$ cat src/rtl/pcseq_pkg.sv
package pcseq_pkg;
    typedef enum logic [2:0] {
        OP_HOLD,
        OP_INC,
        OP_PCL,
        OP_GOTO,
        OP_CALL,
        OP_RET,
        OP_IRQ
    } op_e;
endpackage

$ cat src/rtl/pcseq_latch.sv
module pcseq_latch #(
    parameter int W = 5
) (
    input  logic         clk,
    input  logic         rst_n,
    input  logic         we,
    input  logic [W-1:0] d,
    output logic [W-1:0] q
);
    always_ff @(posedge clk or negedge rst_n) begin
        if (!rst_n)  q <= '0;
        else if (we) q <= d;
    end
endmodule

$ cat src/rtl/pcseq_stack.sv
module pcseq_stack #(
    parameter int W     = 13,
    parameter int DEPTH = 8
) (
    input  logic                     clk,
    input  logic                     rst_n,
    input  logic                     push,
    input  logic                     pop,
    input  logic [W-1:0]             push_val,
    output logic [W-1:0]             top_val,
    output logic [$clog2(DEPTH)-1:0] sp_o
);
    localparam int SP_W = $clog2(DEPTH);
    localparam logic [SP_W-1:0] ONE = SP_W'(1);

    logic [SP_W-1:0] sp_q;
    logic [SP_W-1:0] sp_dec;
    logic [W-1:0]    ent [DEPTH];

    assign sp_dec = sp_q - ONE;

    always_ff @(posedge clk or negedge rst_n) begin
        if (!rst_n)    sp_q <= '0;
        else if (push) sp_q <= sp_q + ONE;
        else if (pop)  sp_q <= sp_dec;
    end

    for (genvar g = 0; g < DEPTH; g++) begin : g_slot
        always_ff @(posedge clk or negedge rst_n) begin
            if (!rst_n)                             ent[g] <= '0;
            else if (push && sp_q == SP_W'(g))      ent[g] <= push_val;
        end
    end

    assign top_val = ent[sp_dec];
    assign sp_o    = sp_q;
endmodule

$ cat src/rtl/pcseq_target.sv
module pcseq_target
    import pcseq_pkg::*;
#(
    parameter int PC_W      = 13,
    parameter int IMM_W     = 11,
    parameter int MEM_WORDS = 8192
) (
    input  op_e                 op,
    input  logic [PC_W-1:0]     pc,
    input  logic [PC_W-9:0]     latch,
    input  logic [7:0]          data,
    input  logic [IMM_W-1:0]    imm,
    input  logic [PC_W-1:0]     pop_val,
    output logic [PC_W-1:0]     ret_addr,
    output logic [PC_W-1:0]     nxt
);
    localparam int HI_W   = PC_W - 8;
    localparam int PAGE_W = PC_W - IMM_W;
    localparam logic [PC_W-1:0] MASK = PC_W'(MEM_WORDS - 1);
    localparam logic [PC_W-1:0] VEC  = PC_W'(4);

    logic [PC_W-1:0] raw;

    assign ret_addr = (pc + PC_W'(1)) & MASK;

    always_comb begin
        unique case (op)
            OP_INC:           raw = ret_addr;
            OP_PCL:           raw = {latch, data};
            OP_GOTO, OP_CALL: raw = {latch[HI_W-1 -: PAGE_W], imm};
            OP_RET:           raw = pop_val;
            OP_IRQ:           raw = VEC;
            default:          raw = pc;
        endcase
        nxt = raw & MASK;
    end
endmodule

$ cat src/rtl/pcseq_top.sv
module pcseq_top
    import pcseq_pkg::*;
#(
    parameter int PC_W      = 13,
    parameter int IMM_W     = 11,
    parameter int DEPTH     = 8,
    parameter int MEM_WORDS = 8192
) (
    input  logic             clk,
    input  logic             rst_n,
    input  logic             op_inc,
    input  logic             op_pcl_wr,
    input  logic             op_goto,
    input  logic             op_call,
    input  logic             op_ret,
    input  logic             op_irq,
    input  logic             op_latch_wr,
    input  logic [7:0]       wr_data,
    input  logic [IMM_W-1:0] imm,
    output logic [PC_W-1:0]  fetch_addr,
    output logic [7:0]       pcl_rd
);
    localparam int HI_W = PC_W - 8;
    localparam int SP_W = $clog2(DEPTH);

    op_e             op;
    logic [PC_W-1:0] pc_q;
    logic [PC_W-1:0] pc_nxt;
    logic [PC_W-1:0] ret_addr;
    logic [PC_W-1:0] pop_val;
    logic [HI_W-1:0] latch_q;
    logic [SP_W-1:0] sp_q;
    logic            do_push;
    logic            do_pop;

    always_comb begin
        if      (op_irq)    op = OP_IRQ;
        else if (op_ret)    op = OP_RET;
        else if (op_call)   op = OP_CALL;
        else if (op_goto)   op = OP_GOTO;
        else if (op_pcl_wr) op = OP_PCL;
        else if (op_inc)    op = OP_INC;
        else                op = OP_HOLD;
    end

    assign do_push = (op == OP_CALL) || (op == OP_IRQ);
    assign do_pop  = (op == OP_RET);

    pcseq_latch #(.W(HI_W)) u_latch (
        .clk   (clk),
        .rst_n (rst_n),
        .we    (op_latch_wr),
        .d     (wr_data[HI_W-1:0]),
        .q     (latch_q)
    );

    pcseq_stack #(.W(PC_W), .DEPTH(DEPTH)) u_stack (
        .clk      (clk),
        .rst_n    (rst_n),
        .push     (do_push),
        .pop      (do_pop),
        .push_val (ret_addr),
        .top_val  (pop_val),
        .sp_o     (sp_q)
    );

    pcseq_target #(.PC_W(PC_W), .IMM_W(IMM_W), .MEM_WORDS(MEM_WORDS)) u_tgt (
        .op       (op),
        .pc       (pc_q),
        .latch    (latch_q),
        .data     (wr_data),
        .imm      (imm),
        .pop_val  (pop_val),
        .ret_addr (ret_addr),
        .nxt      (pc_nxt)
    );

    always_ff @(posedge clk or negedge rst_n) begin
        if (!rst_n) pc_q <= '0;
        else        pc_q <= pc_nxt;
    end

    assign fetch_addr = pc_q;
    assign pcl_rd     = pc_q[7:0];
endmodule

$ cat config.mk
export PLATFORM = sky130hd
export DESIGN_NAME = pcseq_top
export DESIGN_NICKNAME = d
export VERILOG_FILES = /design/src/rtl/pcseq_pkg.sv /design/src/rtl/pcseq_latch.sv /design/src/rtl/pcseq_stack.sv /design/src/rtl/pcseq_target.sv /design/src/rtl/pcseq_top.sv
export SDC_FILE = /design/constraint.sdc
export NUM_CORES = 1
export LEC_CHECK = 0
export ABC_CLOCK_PERIOD_IN_PS = 2400
export BUFFER_PORTS_ARGS = -buffer_cell sky130_fd_sc_hd__buf_4
export CORE_MARGIN = 2
export CORE_UTILIZATION = 39
export CTS_CLUSTER_DIAMETER = 60
export DETAILED_ROUTE_END_ITERATION = 8
export PLACE_DENSITY = 0.56
export SLEW_MARGIN = 20
export SYNTH_ARGS = -nofsm -noshare
export SYNTH_HDL_FRONTEND = slang
export SYNTH_SLANG_ARGS = --single-unit
$ cat constraint.sdc
create_clock -name clk -period 2.4 [get_ports clk]
set_clock_uncertainty 0.1 [all_clocks]
set_input_delay 0.12 -clock clk [delete_from_list [all_inputs] [get_ports clk]]
set_output_delay 0.12 -clock clk [all_outputs]
set_load 0.02 [all_outputs]
==> metrics.md <==
| Metric | Value |
|---|---|
| DRC Markers | 0 |
| Buffers on Ports | 48 |
| GPL Wtd Cong | 0.8857 |
| Fin crit period | 2230 ps |
| All-layer global routing usage | 0.2025 |
| # setup viols final | 0 |
| Reg2Reg Depth | 6 |
| Netlist cell types | 59 |
| Post-detail-place hpwl | ~12000 um |
| X dimension of the die | 131.6 um |
| Cell Area, Synth | approximately 0.0064 sq mm |
| Fmax | roughly 450 MHz |
| Rows | 46 |
| Starting Density | 0.3999 |
| Post-Route WL | 16560 um |
| Top-count cell post-synth | dfrtp_1 |
| Sw power | 0.003861 W |
| Top cell type's share of synthesized area | 0.4924 |
| Mapped Nets | roughly 650 |
| Initial drt markers | 370 |
| Nets | a little over 700 |
| Layout area overhead | 22.41% |
| CTS tree | built |
| EDFF count, synth | 0 |
| Fraction of the mapped netlist area in simple logic gates | 0.1408 |
| Worst Setup Start Kind | register |
| Largest family of logic cells by synthesized area | compound AO/OA/AOI/OAI gates |
| Die Span Y | ~130 um |
| Initial antenna violation count | 0 |
| Seq cells post-synth | 125 |
| Slew Limit Headroom | 0.4213 |
| Post-Place Worst Slack | between 150 and 200 ps |
| Hold depth | 3 |
| Int Pwr | 0.006572 W |
| Ys Warns | 0 |
| WHS | 2.350 ps |
| Antenna cells | 0 |
| Clock Path Buffers | 2 |
| Placed insts | 860 |
| Hold_sp | imm[4] |
| Compound-Gate Fraction of Synth Area | 0.1538 |
| Combinational power share | 0.412 |
| Reg2reg end | fetch_addr[10]$_DFFE_PN0P_ |
| Max stage delay on crit path | approximately 560 ps |
| Ranking of synthesized cells by area | dfrtp_1 49%, o21ai_0 8.2%, nand2_1 6.5% |
| Seq pwr share | 0.335 |
| Syn Inst Count | 612 |
| Mux cell area share after synthesis | 0.1156 |
| Async SR Flop Fraction | 1.000 |
| Largest area contributor in the netlist | dfrtp_1 |
| Required time of the critical path | 2620 ps |
| Final max-slew violation count | 0 |
| Setup CP Type | reg2reg |
| XOR/XNOR share of the synthesized area | 0.03132 |
| Worst-margin pin slew | just under 900 ps |
| Critical path origin | u_stack.sp_o[0]$_DFFE_PN0P_ |
| Routed via count | 4811 |
| Crit path capture type | register |
| Clk_lat worst skew | 410 ps |
| Period utilisation layout | 0.9290 |
| First-pass GRT wire length | 27100 um |
| Largest net degree at the start of global routing | between 40 and 50 |
| Hold endpoint | fetch_addr[4]$_DFFE_PN0P_ |
| Most common library cells after synthesis | 125 x dfrtp_1, 110 x nand2_1, 104 x o21ai_0 |
| Ys flop type | dfrtp_1 |
| Post-Layout Cell Count | 906 |
| Worst path cell trace | inv_2 > ha_2 > xnor2_2 > mux2i_1 > mux2_2 > a211oi_1 |
| Final Worst Setup Slack | 170.3 ps |
| Core area | 0.01589 sq mm |
| Hold/Removal Path Class | in2reg |
| Max IR drop VDD | 0.0006202 V |
| Die area | 0.01733 sq mm |
| R2R Setup Slk | about 170 ps |
| Leakage | 3.415 nW |
| Worst Path Max Fanout | 10 |
| CTS clock-pin slew for the worst setup and hold paths | 60 ps |
| Clock buffer count from CTS | 17 |
| Routed wire per std cell | 18.27 um |
| Status | completed |
| Vias in the first global route | 4851 |
| Sequential area share after synthesis | 0.4924 |
| Maxcap violations | 0 |
| Switching fraction of total power | 0.3701 |
| Final ANT Viol Nets | 0 |
| Via/cell ratio | between 5 and 6 |
| Fraction of layout cells with a size suffix above 1 | 0.2391 |
| Final Hold Viols | 0 |
| Crit path DAT | 2450 ps |
| RSZ-0062 raised after global routing | no |
| Slowest CP cell | xnor2_2 |
| Syn avg cell area | 10.38 sq um |
| Io pins | between 40 and 50 |
| Drt pass-1 iters | 4 |
| Pwr/cell area | 1342 mW/mm^2 |
| Post-Synth Adder-Cell Area | 0.01576 |
| Setup tns final | 0 ps |
| Clock Sinks | 125 |
| Launch point of the worst reg-to-reg path | u_stack.sp_o[0]$_DFFE_PN0P_ |
| Clock Root Buffer | clkbuf_16 |
| CTS H-tree depth | 4 |
| Overflow after GRT | 0 |
| Clk pwr share | 0.254 |
area by class of cell:
type / instances / area [sq um]
fill: 1475 / 8109
sequential: 125 / 3128
multi-input combinational: 427 / 2910
timing repair buffer: 102 / 843.3
clock buffer: 19 / 432.9
tap: 216 / 270.3
clock inverter: 11 / 168.9
inverter: 6 / 22.52
worst max-delay path by stage:
stage / slack, ps / endpoint
finish: 170 / fetch_addr[10]$_DFFE_PN0P_
global route: 50 / fetch_addr[1]$_DFFE_PN0P_
CTS: 150 / fetch_addr[10]$_DFFE_PN0P_
detailed placement: 160 / fetch_addr[10]$_DFFE_PN0P_
global placement: 230 / fetch_addr[12]$_DFFE_PN0P_
floorplan: 30 / fetch_addr[2]$_DFFE_PN0P_
critical path, delay by kind of cell, from the launching register on:
family                     cells  cell delay, ps
buffers and inverters          1             100
AOI/OAI and AO/OA              1             200
muxes                          2             560
xor gates and xnor gates       1             560
adders and majority gates      1             230
DFF                            1             400
cells by family (layout without fill, tap and decap cells):
logic type	count (synthesis)	in the layout
mux	51	51
xor+xnor	21	21
simple gates	188	188
fa+ha+maj	8	8
compound gates	159	159
buf+inv	60	138
flops	125	125
through the flow:
step	util	area, sq um	power (W)
6_report	0.4895	7776	0.01043
5_1_grt	0.4895	7776	0.01109
4_1_cts	0.4895	7776	0.01050
3_5_place_dp	0.4416	7014	0.007819
3_3_place_gp	0.4416	7014	0.007688
2_1_floorplan	-	6355	0.006442
metal layers:
metal	share of wire	track usage	up-vias	routed length, um
met3	0.050	0.05247	26	836
met5	0	0	-	0
met2	0.46	0.3159	113	7573
met1	0.47	0.2764	2359	7806
met4	0.021	0.06522	0	340
li1	-	-	2313	-
flip-flops by register name, summed over array words and instances, names as in the netlist:
name,count
u_stack.ent,104
fetch_addr,13
u_latch.q,5
u_stack.sp_o,3
power groups by stage:
stage                     Sequential (W)  Clock (W)  Combinational (W)
after global routing             0.00358    0.00278            0.00474
after detailed placement         0.00352          0            0.00430
after global placement           0.00348          0            0.00421
after floorplan                  0.00341          0            0.00303
after CTS                        0.00349    0.00268            0.00434
final                            0.00349    0.00265            0.00429
what timing repair did:
item                                   in CTS  in global routing
hold buffers                               16                  0
endpoints found under the hold margin      51                  0
resized for setup                           0                  0
setup buffers                               0                  0
cell usage in the layout, fill, tap and decap left out, types with 4 or more instances in the layout:
cell             n
mux2_2          16
bufinv_16        4
o211ai_1        10
dfrtp_1        125
inv_1            5
nor3_1           7
and3_1           4
nor2b_1          7
o21ai_0        104
buf_4           83
a211oi_1         4
nand3_1         18
clkbuf_16       17
nand2b_1         9
mux2i_1         19
ha_1             6
a31oi_1         10
mux4_2          15
xor2_1           5
dlygate4sd3_1   16
nand2_1        110
nor2_1          12
xnor2_1         14
Note: power is estimated with default switching activity, not from simulation.
